`config.mk`:
```
export PLATFORM = sky130hd
export DESIGN_NAME = dual_chan_regfile
export DESIGN_NICKNAME = d
export VERILOG_FILES = /design/src/rtl/dcrf_pkg.sv /design/src/rtl/dcrf_chan.sv /design/src/rtl/dcrf_rdmux.sv /design/src/rtl/dual_chan_regfile.sv
export SDC_FILE = /design/constraint.sdc
export NUM_CORES = 1
export LEC_CHECK = 0
export CAP_MARGIN = 15
export CORE_MARGIN = 1
export CORE_UTILIZATION = 55
export CTS_BUF_LIST = sky130_fd_sc_hd__clkbuf_4 sky130_fd_sc_hd__clkbuf_8
export CTS_CLUSTER_SIZE = 20
export DETAILED_ROUTE_END_ITERATION = 16
export DONT_BUFFER_PORTS = 1
export GPL_ROUTABILITY_DRIVEN = 0
export GPL_TIMING_DRIVEN = 0
export PLACE_DENSITY_LB_ADDON = 0.2
export SKIP_LAST_GASP = 1
export SYNTH_ARGS = -nofsm -noshare
export SYNTH_HDL_FRONTEND = slang
export SYNTH_SLANG_ARGS = --single-unit
```
`constraint.sdc`:
```
create_clock -name clk -period 4.8 [get_ports clk]
set_input_delay 0.72 -clock clk [delete_from_list [all_inputs] [get_ports clk]]
set_output_delay 0.72 -clock clk [all_outputs]
set_load 0.02 [all_outputs]
```
`src/rtl/dcrf_pkg.sv`:
```
package dcrf_pkg;
  localparam int NCH = 2;

  localparam logic [15:0] IEN_MASK     = 16'h3EED;
  localparam logic [15:0] CFG_ID       = 16'h6515;
  localparam logic [31:0] PRESENT_CODE = 32'h0000_0113;

  typedef struct packed {
    logic [7:0]  cmd;
    logic [7:0]  swd;
    logic [7:0]  st;
    logic [31:0] dadr;
    logic [11:0] sctl;
    logic [15:0] ien;
    logic        flag;
    logic        present;
  } chan_view_t;

  // status write: 6:5 loaded, 0 kept, 2:1 write-one-to-clear, rest zero
  function automatic logic [7:0] st_merge(input logic [7:0] old, input logic [7:0] w);
    return (w & 8'h60) | (old & 8'h01) | (old & ~w & 8'h06);
  endfunction

  function automatic logic [31:0] cfg_word(input logic flag);
    return {CFG_ID, 4'b0000, flag, 11'b0};
  endfunction
endpackage

```
`src/rtl/dcrf_chan.sv`:
```
module dcrf_chan
  import dcrf_pkg::*;
#(
  parameter int CH     = 0,
  parameter int ADDR_W = 9,
  parameter int DATA_W = 32
) (
  input  logic              clk,
  input  logic              rst_n,
  input  logic              wr_en,
  input  logic [ADDR_W-1:0] addr,
  input  logic [DATA_W-1:0] wdata,
  input  logic              present,
  input  logic              irq_we,
  input  logic              irq_lvl,
  input  logic [2:0]        st_set,
  output chan_view_t        view,
  output logic              bus_rst
);
  localparam int DMA_BASE   = CH * 8;
  localparam int ALIAS_BASE = 16 + CH * 8;
  localparam int LINK_BASE  = 256 + CH * 128;
  localparam int IEN_OFF    = LINK_BASE + 'h48;

  logic [7:0]  cmd_q, cmd_n, swd_q, swd_n, st_q, st_n;
  logic [31:0] dadr_q, dadr_n;
  logic [11:0] sctl_q, sctl_n;
  logic [15:0] ien_q, ien_n;
  logic        flag_q, flag_n, rst_n_pulse;

  logic wr_cmd, wr_swd, wr_st, wr_adr, wr_sctl, wr_ien;

  always_comb begin
    wr_cmd  = wr_en && (addr == ADDR_W'(DMA_BASE)     || addr == ADDR_W'(ALIAS_BASE));
    wr_swd  = wr_en && (addr == ADDR_W'(DMA_BASE + 1) || addr == ADDR_W'(ALIAS_BASE + 1));
    wr_st   = wr_en && (addr == ADDR_W'(DMA_BASE + 2) || addr == ADDR_W'(ALIAS_BASE + 2));
    wr_adr  = wr_en && (addr[ADDR_W-1:2] == (ADDR_W-2)'((DMA_BASE + 4) >> 2));
    wr_sctl = wr_en && (addr == ADDR_W'(LINK_BASE));
    wr_ien  = wr_en && (addr == ADDR_W'(IEN_OFF));
  end

  always_comb begin
    cmd_n  = cmd_q;
    swd_n  = swd_q;
    st_n   = st_q;
    dadr_n = dadr_q;
    sctl_n = sctl_q;
    ien_n  = ien_q;
    flag_n = flag_q;
    if (wr_cmd)  cmd_n = wdata[7:0];
    if (wr_swd)  swd_n = {2'b00, wdata[5:0]};
    if (wr_st)   st_n  = st_merge(st_q, wdata[7:0]);
    st_n = st_n | {5'b0, st_set};
    if (wr_adr) begin
      if (addr[1:0] == 2'd0) dadr_n = wdata;
      else                   dadr_n[8*addr[1:0] +: 8] = wdata[7:0];
    end
    if (wr_sctl) sctl_n = wdata[11:0];
    if (wr_ien)  ien_n  = wdata[31:16] & IEN_MASK;
    if (irq_we)  flag_n = irq_lvl;
    rst_n_pulse = wr_sctl && wdata[0];
  end

  always_ff @(posedge clk or negedge rst_n) begin
    if (!rst_n) begin
      cmd_q   <= '0;
      swd_q   <= '0;
      st_q    <= '0;
      dadr_q  <= '0;
      sctl_q  <= '0;
      ien_q   <= '0;
      flag_q  <= 1'b0;
      bus_rst <= 1'b0;
    end else begin
      cmd_q   <= cmd_n;
      swd_q   <= swd_n;
      st_q    <= st_n;
      dadr_q  <= dadr_n;
      sctl_q  <= sctl_n;
      ien_q   <= ien_n;
      flag_q  <= flag_n;
      bus_rst <= rst_n_pulse;
    end
  end

  always_comb begin
    view.cmd     = cmd_q;
    view.swd     = swd_q;
    view.st      = st_q;
    view.dadr    = dadr_q;
    view.sctl    = sctl_q;
    view.ien     = ien_q;
    view.flag    = flag_q;
    view.present = present;
  end

  AST_SWD_LOW6: assert property (@(posedge clk) disable iff (!rst_n)
    wr_swd |=> (swd_q == {2'b00, $past(wdata[5:0])}));
  AST_ST_BIT0_KEEP: assert property (@(posedge clk) disable iff (!rst_n)
    (wr_st && st_set == 3'b000) |=> (st_q[0] == $past(st_q[0])));
  AST_FLAG_LOAD: assert property (@(posedge clk) disable iff (!rst_n)
    irq_we |=> (flag_q == $past(irq_lvl)));
  AST_RST_PULSE_ON: assert property (@(posedge clk) disable iff (!rst_n)
    (wr_sctl && wdata[0]) |=> bus_rst);
  AST_RST_PULSE_OFF: assert property (@(posedge clk) disable iff (!rst_n)
    !(wr_sctl && wdata[0]) |=> !bus_rst);
endmodule

```
`src/rtl/dcrf_rdmux.sv`:
```
module dcrf_rdmux
  import dcrf_pkg::*;
#(
  parameter int ADDR_W = 9,
  parameter int DATA_W = 32
) (
  input  logic [ADDR_W-1:0] addr,
  input  chan_view_t        v0,
  input  chan_view_t        v1,
  output logic [DATA_W-1:0] data
);
  localparam int SUM0_OFF = 'h10;
  localparam int SUM1_OFF = 'h18;

  chan_view_t v [NCH];
  logic [DATA_W-1:0] sum0, sum1;

  always_comb begin
    v[0] = v0;
    v[1] = v1;
    sum0 = {v1.st, v0.st, 1'b0, v1.st[2], 6'b0,
            v0.cmd | {1'b0, v1.flag, 1'b0, v0.flag, 4'b0}};
    sum1 = {8'h00, v1.st, 8'h00, v1.cmd | {3'b0, v1.flag, 4'b0}};
  end

  always_comb begin
    data = '0;
    if (addr == ADDR_W'(SUM0_OFF)) data = sum0;
    if (addr == ADDR_W'(SUM1_OFF)) data = sum1;
    for (int c = 0; c < NCH; c++) begin
      if (addr == ADDR_W'(c*8))     data = {24'b0, v[c].cmd};
      if (addr == ADDR_W'(c*8 + 1)) data = {24'b0, v[c].swd};
      if (addr == ADDR_W'(c*8 + 2)) data = {24'b0, v[c].st};
      if (addr[ADDR_W-1:2] == (ADDR_W-2)'((c*8 + 4) >> 2))
        data = v[c].dadr >> (8 * addr[1:0]);
      if (addr == ADDR_W'('hA0 + c*'h40)) data = cfg_word(v[c].flag);
      if (addr == ADDR_W'(256 + c*128))   data = {20'b0, v[c].sctl};
      if (addr == ADDR_W'(260 + c*128))   data = v[c].present ? PRESENT_CODE : '0;
      if (addr == ADDR_W'(256 + 'h48 + c*128)) data = {v[c].ien, 16'b0};
    end
  end
endmodule

```
`src/rtl/dual_chan_regfile.sv`:
```
module dual_chan_regfile
  import dcrf_pkg::*;
#(
  parameter int ADDR_W = 9,
  parameter int DATA_W = 32
) (
  input  logic              clk,
  input  logic              rst_n,
  input  logic              bus_wr,
  input  logic              bus_rd,
  input  logic [ADDR_W-1:0] bus_addr,
  input  logic [DATA_W-1:0] bus_wdata,
  output logic [DATA_W-1:0] bus_rdata,
  input  logic [NCH-1:0]    dev_present,
  input  logic [NCH-1:0]    irq_we,
  input  logic [NCH-1:0]    irq_lvl,
  input  logic [3*NCH-1:0]  st_set,
  output logic [NCH-1:0]    bus_rst,
  output logic              irq
);
  chan_view_t        view [NCH];
  logic [DATA_W-1:0] rd_next;

  for (genvar c = 0; c < NCH; c++) begin : g_ch
    dcrf_chan #(.CH(c), .ADDR_W(ADDR_W), .DATA_W(DATA_W)) u_chan (
      .clk     (clk),
      .rst_n   (rst_n),
      .wr_en   (bus_wr),
      .addr    (bus_addr),
      .wdata   (bus_wdata),
      .present (dev_present[c]),
      .irq_we  (irq_we[c]),
      .irq_lvl (irq_lvl[c]),
      .st_set  (st_set[3*c +: 3]),
      .view    (view[c]),
      .bus_rst (bus_rst[c])
    );
  end

  dcrf_rdmux #(.ADDR_W(ADDR_W), .DATA_W(DATA_W)) u_rdmux (
    .addr (bus_addr),
    .v0   (view[0]),
    .v1   (view[1]),
    .data (rd_next)
  );

  always_ff @(posedge clk or negedge rst_n) begin
    if (!rst_n)      bus_rdata <= '0;
    else if (bus_rd) bus_rdata <= rd_next;
  end

  always_comb irq = view[0].flag | view[1].flag;

  AST_RDATA_HOLD: assert property (@(posedge clk) disable iff (!rst_n)
    !bus_rd |=> $stable(bus_rdata));
  AST_IRQ_RAISE: assert property (@(posedge clk) disable iff (!rst_n)
    (irq_we[0] && irq_lvl[0]) |=> irq);
  AST_IRQ_DROP: assert property (@(posedge clk) disable iff (!rst_n)
    ((irq_we == 2'b11) && (irq_lvl == 2'b00)) |=> !irq);
endmodule

```
# Word-level counts from Yosys, hierarchy flattened
# Index checks and enable logic that the tools add are counted.
# totals
register_bits,190
latch_bits,0
mem_bits_rw,0
rom_bits,0
inputBits,57
elab_cells,103
memories,0
# classes
add_sub_neg,1
mul,0
div_mod_pow,0
order_cmp,0
n_eq_ne,21
shifts,4
n_mux,26
bitwise_logic,12
reduce_logical,22
# ops
operator,count
$mux W32,20
$bwmux W32,2
$shr A32 B5 Y32,2
$eq A9 B5 Y1 const B,6
$eq A9 B9 Y1 const B,6
$neg A5 Y34,1
$shift A8 B34 Y32 const A,1
$shiftx A8 B34 Y32,1
$or A8 B3 Y8,4
$eq A9 B4 Y1 const B,3
$eq A9 B8 Y1 const B,2
$mux W9,2
$mux W8,2
$logic_and A1 B1 Y1,14
$or A7 B1 Y7,2
$eq A9 B1 Y1 const B,1
$eq A9 B2 Y1 const B,1
$logic_not A9 Y1,1
$or A8 B5 Y8,1
$or A8 B7 Y8,1
$eq A7 B1 Y1 const B,1
$eq A7 B2 Y1 const B,1
$and A3 B3 Y3,2
$logic_or A1 B1 Y1,6
3 further kinds,3

# Logic depth before layout (Yosys ltp)
# logic_depth
word_depth,19
ltp_mapped,12

# Hierarchy
# From an unflattened synthesis, not the netlist that was laid out.
# hier_totals
hier_cells,1054
area_unflattened_um2,11207.0
# modules_own_cells
mod,instances,cells_each,area_per_inst_um2,seq_area_each_um2
dcrf_chan (g_ch[0].u_chan),1,279,3508.4,1901.8
dcrf_chan (g_ch[1].u_chan),1,281,3500.9,1901.8
dcrf_rdmux,1,425,2846.5,0.0
dual_chan_regfile,1,69,1351.3,800.8

# Least setup slack after synthesis
# OpenSTA, ideal clock, no wires.
# synth_path
path_type,input port to flip-flop
start,in bus_addr[1]
end,reg bus_rdata[5]
setup_ps,124
t_arrival_ps,3086
t_required_ps,4676
slack_ps,1590
path_stages,10
path_buffers,4
cell_sequence,buf_2 buf_2 clkbuf_1 inv_1 ha_1 clkbuf_1 or3_1 a222oi_1 a311oi_1 a211o_1
# synth_between
elab_chain_cells,19
word_cells_on_any_way,36
cone_classes,15 x eq/ne; 2 x shift; 18 x mux; 1 x reduce/logical
# synth_rtl
item,line,rtl
"start, declared",dual_chan_regfile.sv:11,"input logic [ADDR_W-1:0] bus_addr,"
$eq A9 B5 Y1,dcrf_rdmux.sv:28,if (addr == ADDR_W'(SUM0_OFF)) data = sum0;
$mux W32,dcrf_rdmux.sv:28,
$mux W32,dcrf_rdmux.sv:29,if (addr == ADDR_W'(SUM1_OFF)) data = sum1;
$mux W32,dcrf_rdmux.sv:31,"if (addr == ADDR_W'(c*8)) data = {24'b0, v[c].cmd};"
$mux W32,dcrf_rdmux.sv:32,"if (addr == ADDR_W'(c*8 + 1)) data = {24'b0, v[c].swd};"
$mux W32,dcrf_rdmux.sv:33,"if (addr == ADDR_W'(c*8 + 2)) data = {24'b0, v[c].st};"
$mux W32,dcrf_rdmux.sv:34,if (addr[ADDR_W-1:2] == (ADDR_W-2)'((c*8 + 4) >> 2))
$mux W32,dcrf_rdmux.sv:36,if (addr == ADDR_W'('hA0 + c*'h40)) data = cfg_word(v[c].flag);
[... 3 more ...],-,
$mux W32,dcrf_rdmux.sv:31,
$mux W32,dcrf_rdmux.sv:32,
$mux W32,dcrf_rdmux.sv:33,
$mux W32,dcrf_rdmux.sv:34,
$mux W32,dcrf_rdmux.sv:36,
$mux W32,dcrf_rdmux.sv:37,"if (addr == ADDR_W'(256 + c*128)) data = {20'b0, v[c].sctl};"
$mux W32,dcrf_rdmux.sv:38,if (addr == ADDR_W'(260 + c*128)) data = v[c].present ? PRESENT_CODE : '0;
$mux W32 (*),dcrf_rdmux.sv:39,"if (addr == ADDR_W'(256 + 'h48 + c*128)) data = {v[c].ien, 16'b0};"
"end signal, assigned",dual_chan_regfile.sv:49,else if (bus_rd) bus_rdata <= rd_next;
"end, declared",dual_chan_regfile.sv:13,"output logic [DATA_W-1:0] bus_rdata,"
# Mark *: on every way between the ends. The rest lies on a longest branch, timed or not.
# A chain may end at the register's enable or synchronous reset.

# Final worst setup path
# layout_path
start,in bus_addr[1]
end,reg g_ch[0].u_chan.dadr_q[31]
# layout_between
elab_chain_cells,4
word_cells_on_any_way,6
cone_classes,1 x add/sub; 2 x shift; 2 x mux; 1 x reduce/logical
# layout_rtl
item,line,rtl
$neg A5 Y34,dcrf_chan.sv:56,else dadr_n[8*addr[1:0] +: 8] = wdata[7:0];
$shiftx A8 B34 Y32 / $shift A8 B34 Y32 (equally long branches),dcrf_chan.sv:56,
$bwmux W32,dcrf_chan.sv:56,
$mux W32 (*),dcrf_chan.sv:55,if (addr[1:0] == 2'd0) dadr_n = wdata;
"end signal, assigned",dcrf_chan.sv:78,dadr_q <= dadr_n;
"end, declared",dcrf_chan.sv:26,"logic [31:0] dadr_q, dadr_n;"
# Marked as above.

==> results.md <==
- Setup slack, reg-to-reg: 2790 ps
- Failing checks: hold timing
- PD cells: 287 mW/mm2
- CTS tree: built
- Final-report max-slew violation count: 0
- Row cnt: 48
- Wirelength, routed: between 30 and 40 mm
- Top post-synthesis cells by area: dfrtp_1 47%, mux2_2 12%, mux2i_1 4.8%, nand2_1 3.5%, a21oi_1 2.9%
- Unrepaired setup endpoints after global routing: no
- Post-route ant nets: 0
- Mux contribution to synthesized area: 0.166
- Sink Count: 184
- Vias in the first global route: between 8000 and 9000
- Largest net degree at the start of global routing: 185
- Ratio of cells with drive above 1 in the final layout: 0.200
- Post-route clock period utilization: 0.844
- Synth Area in Adders: 0.00762
- Worst Reg-to-Reg Cells: 5
- Final TNS setup: 0 ps
- Die area: around 0.018 mm2
- Initial DRT Pass Iterations: 6
- Most common cell in the netlist: dfrtp_1
- Final #Nets: 1025
- # Max-Cap Violations: 0
- Synth warn: 0
- DRC: 0
- Switching share of power: 0.290
- Final Hold Fails: roughly 180
- Clk pwr share: 0.361
- Complex-gate fraction of the synthesized area: 0.181
- WHS: -88.0 ps
- First-pass GRT wire length: 50.1 mm
- # placed instances: 1168
- Worst EP required: ~5200 ps
- Startpoint Class: primary input
- Peak VDD IR: 0.168 mV
- Worst Hold Class: primary input to async pin
- Seq pwr share: 0.551
- Leading area contributor after synthesis: dfrtp_1
- Syn Nets: 1006
- PnR worst setup slack: 750 ps
- Reg2reg start: g_ch[0].u_chan.swd_q[1]
- Top Ports: 92
- XOR/XNOR Fraction of Synth Area: 0
- Post-synth top area share: 0.468
- Core area: around 0.017 mm2
- Clk_lat worst skew: 490 ps
- Vias per cell: 6.97
- Layout area overhead: 6.89%
- Gate Count Post-Synth: 943
- Crit-path max FO: 10
- Design Power: 3.02 mW
- Clk_skew: 18.5 ps
- Max Buffers Root-to-Sink: 2
- Die Y: 136 um
- Yosys reg bits: 184
- Outcome: complete, but fails checks
- Simple-gate share of the synthesized area: 0.136
- Htree depth: 4
- Initial Util: 0.565
- Root buf cell: clkbuf_8
- Initial antenna violation count: 0
- Die Wd: approximately 140 um
- Post-synth top cells: 184 x dfrtp_1, 101 x mux2_2, 91 x nand2_1, 58 x a21oi_1, 54 x o21ai_0
- Sequential share of the synthesized area: 0.468
- Crit end category: register
- Fin util: 0.604
- Max transition margin: 0.232
- Worst-Margin Slew: about 1100 ps
- Switching Power: 874 uW
- Routed via count: 8369
- Top FF cell, synth: dfrtp_1
- Number of enable flip-flop cells after synthesis: 0
- FMAX: 0.247 GHz
- Post-Syn Area: 0.00985 mm2
- Async SR Flop Fraction: 1.00
- Leakage power: about 4.8 nW
- DR iter-0 viols: 1105
- Average wire per standard cell: 28.1 um
- All-layer global routing usage: 0.380
- Avg Inst Size Synth: 10.4 um2
- Pre-CTS setup slack: 442 ps
- N_diodes: 0
- Crit path DAT: 4460 ps
- Non-Filler Instances: 1200
- CP Class: primary input to register
- Combinational fraction of design power: 0.088
- Cell variety after synth: 76
- R2R Path End: bus_rdata[1]
- Min Clock Period, post-route: about 4000 ps
- Fillers: 1461
- Int Pwr: between 2 and 2.5 mW
- Num CTS Buffers: 17
- Final setup vio count: 0
- Worst-path clk slew: 110 ps
- Grt total ovfl: 0
- Number of port buffers: 0
- Detailed Place HPWL: 24.4 mm
- Largest family of logic cells by synthesized area: compound AO/OA/AOI/OAI gates
-- placed cells by master, fill, tap and decap left out, types with 18 or more instances in the layout --
cell type,n
dfrtp_1,184
mux2_2,101
nand2_1,91
a21oi_1,58
o21ai_0,54
nor2_1,49
mux2i_1,47
clkbuf_1,45
a22oi_1,32
buf_2,24
clkbuf_8,18
-- kinds of logic (layout without fill, tap and decap cells) --
logic type | after synthesis | count (layout)
simple gates | 251 | 251
mux | 149 | 149
fa+ha+maj | 6 | 6
flops | 184 | 184
buf+inv | 92 | 124
compound gates | 261 | 261
-- what timing repair did --
item,in CTS,in global routing
buffers inserted,0,0
gates resized for setup,0,0
endpoints found under the hold margin,184,184
endpoints found under the setup margin,0,0
-- worst max-delay path, cell delays in order --
cell and delay [ps]:
buf_2 190, buf_2 340, clkbuf_1 400, inv_1 250, ha_1 340, clkbuf_1 330
clkbuf_1 400, nor3_1 1010, a22oi_1 220, o21ai_0 240
-- worst max path at each step --
stage | end | start | slack (ps)
global placement | g_ch[0].u_chan.dadr_q[31] | bus_addr[1] | 420
CTS | g_ch[1].u_chan.dadr_q[31] | bus_addr[1] | 930
finish | g_ch[0].u_chan.dadr_q[31] | bus_addr[1] | 750
detailed placement | g_ch[1].u_chan.dadr_q[31] | bus_addr[1] | 440
floorplan | bus_rdata[5] | bus_addr[1] | 1590
global route | g_ch[1].u_chan.dadr_q[31] | bus_addr[1] | 630
-- power by group through the flow --
stage,sequential [mW],combinational [mW],clock [mW]
after floorplan,1.67,0.185,0
after global placement,1.69,0.250,0
after detailed placement,1.69,0.254,0
after CTS,1.66,0.256,1.08
after global routing,1.67,0.281,1.15
final,1.66,0.264,1.09
-- per-stage QoR --
stage                     hold WS [ps]  area (um2)
after floorplan                    424        9850
after global placement             428       10100
after detailed placement           428       10100
after CTS                        -94.2       10500
after global routing              -120       10500
final                            -88.0       10500
-- flip-flops by register name (all words and copies together) (netlist names) --
signal               cells
g_ch.u_chan.sctl_q      24
g_ch.u_chan.ien_q       22
g_ch.u_chan.flag_q       2
g_ch.u_chan.cmd_q       16
bus_rdata               32
g_ch.u_chan.dadr_q      64
g_ch.u_chan.st_q        10
g_ch.u_chan.bus_rst      2
g_ch.u_chan.swd_q       12
-- layer usage --
| layer | global-route usage | up-vias | part of all wire |
|---|---|---|---|
| met5 | 0 | - | 0 |
| li1 | - | 3540 | - |
| met1 | 0.533 | 4094 | 0.41 |
| met4 | 0.159 | 0 | 0.045 |
| met3 | 0.133 | 123 | 0.12 |
| met2 | 0.529 | 612 | 0.42 |
-- layout make-up --
type / count / area (um2) / share of cell area
plain buffers: 81 / 375 / 0.0357
clock buffers: 18 / 248 / 0.0235
clock inverters: 14 / 149 / 0.0141
inverters: 11 / 41.3 / 0.00392
multi-input cells: 667 / 4830 / 0.459
flip-flops and latches: 184 / 4600 / 0.437
well taps: 225 / 282 / 0.0267
Power figures use the tool's default switching activity.
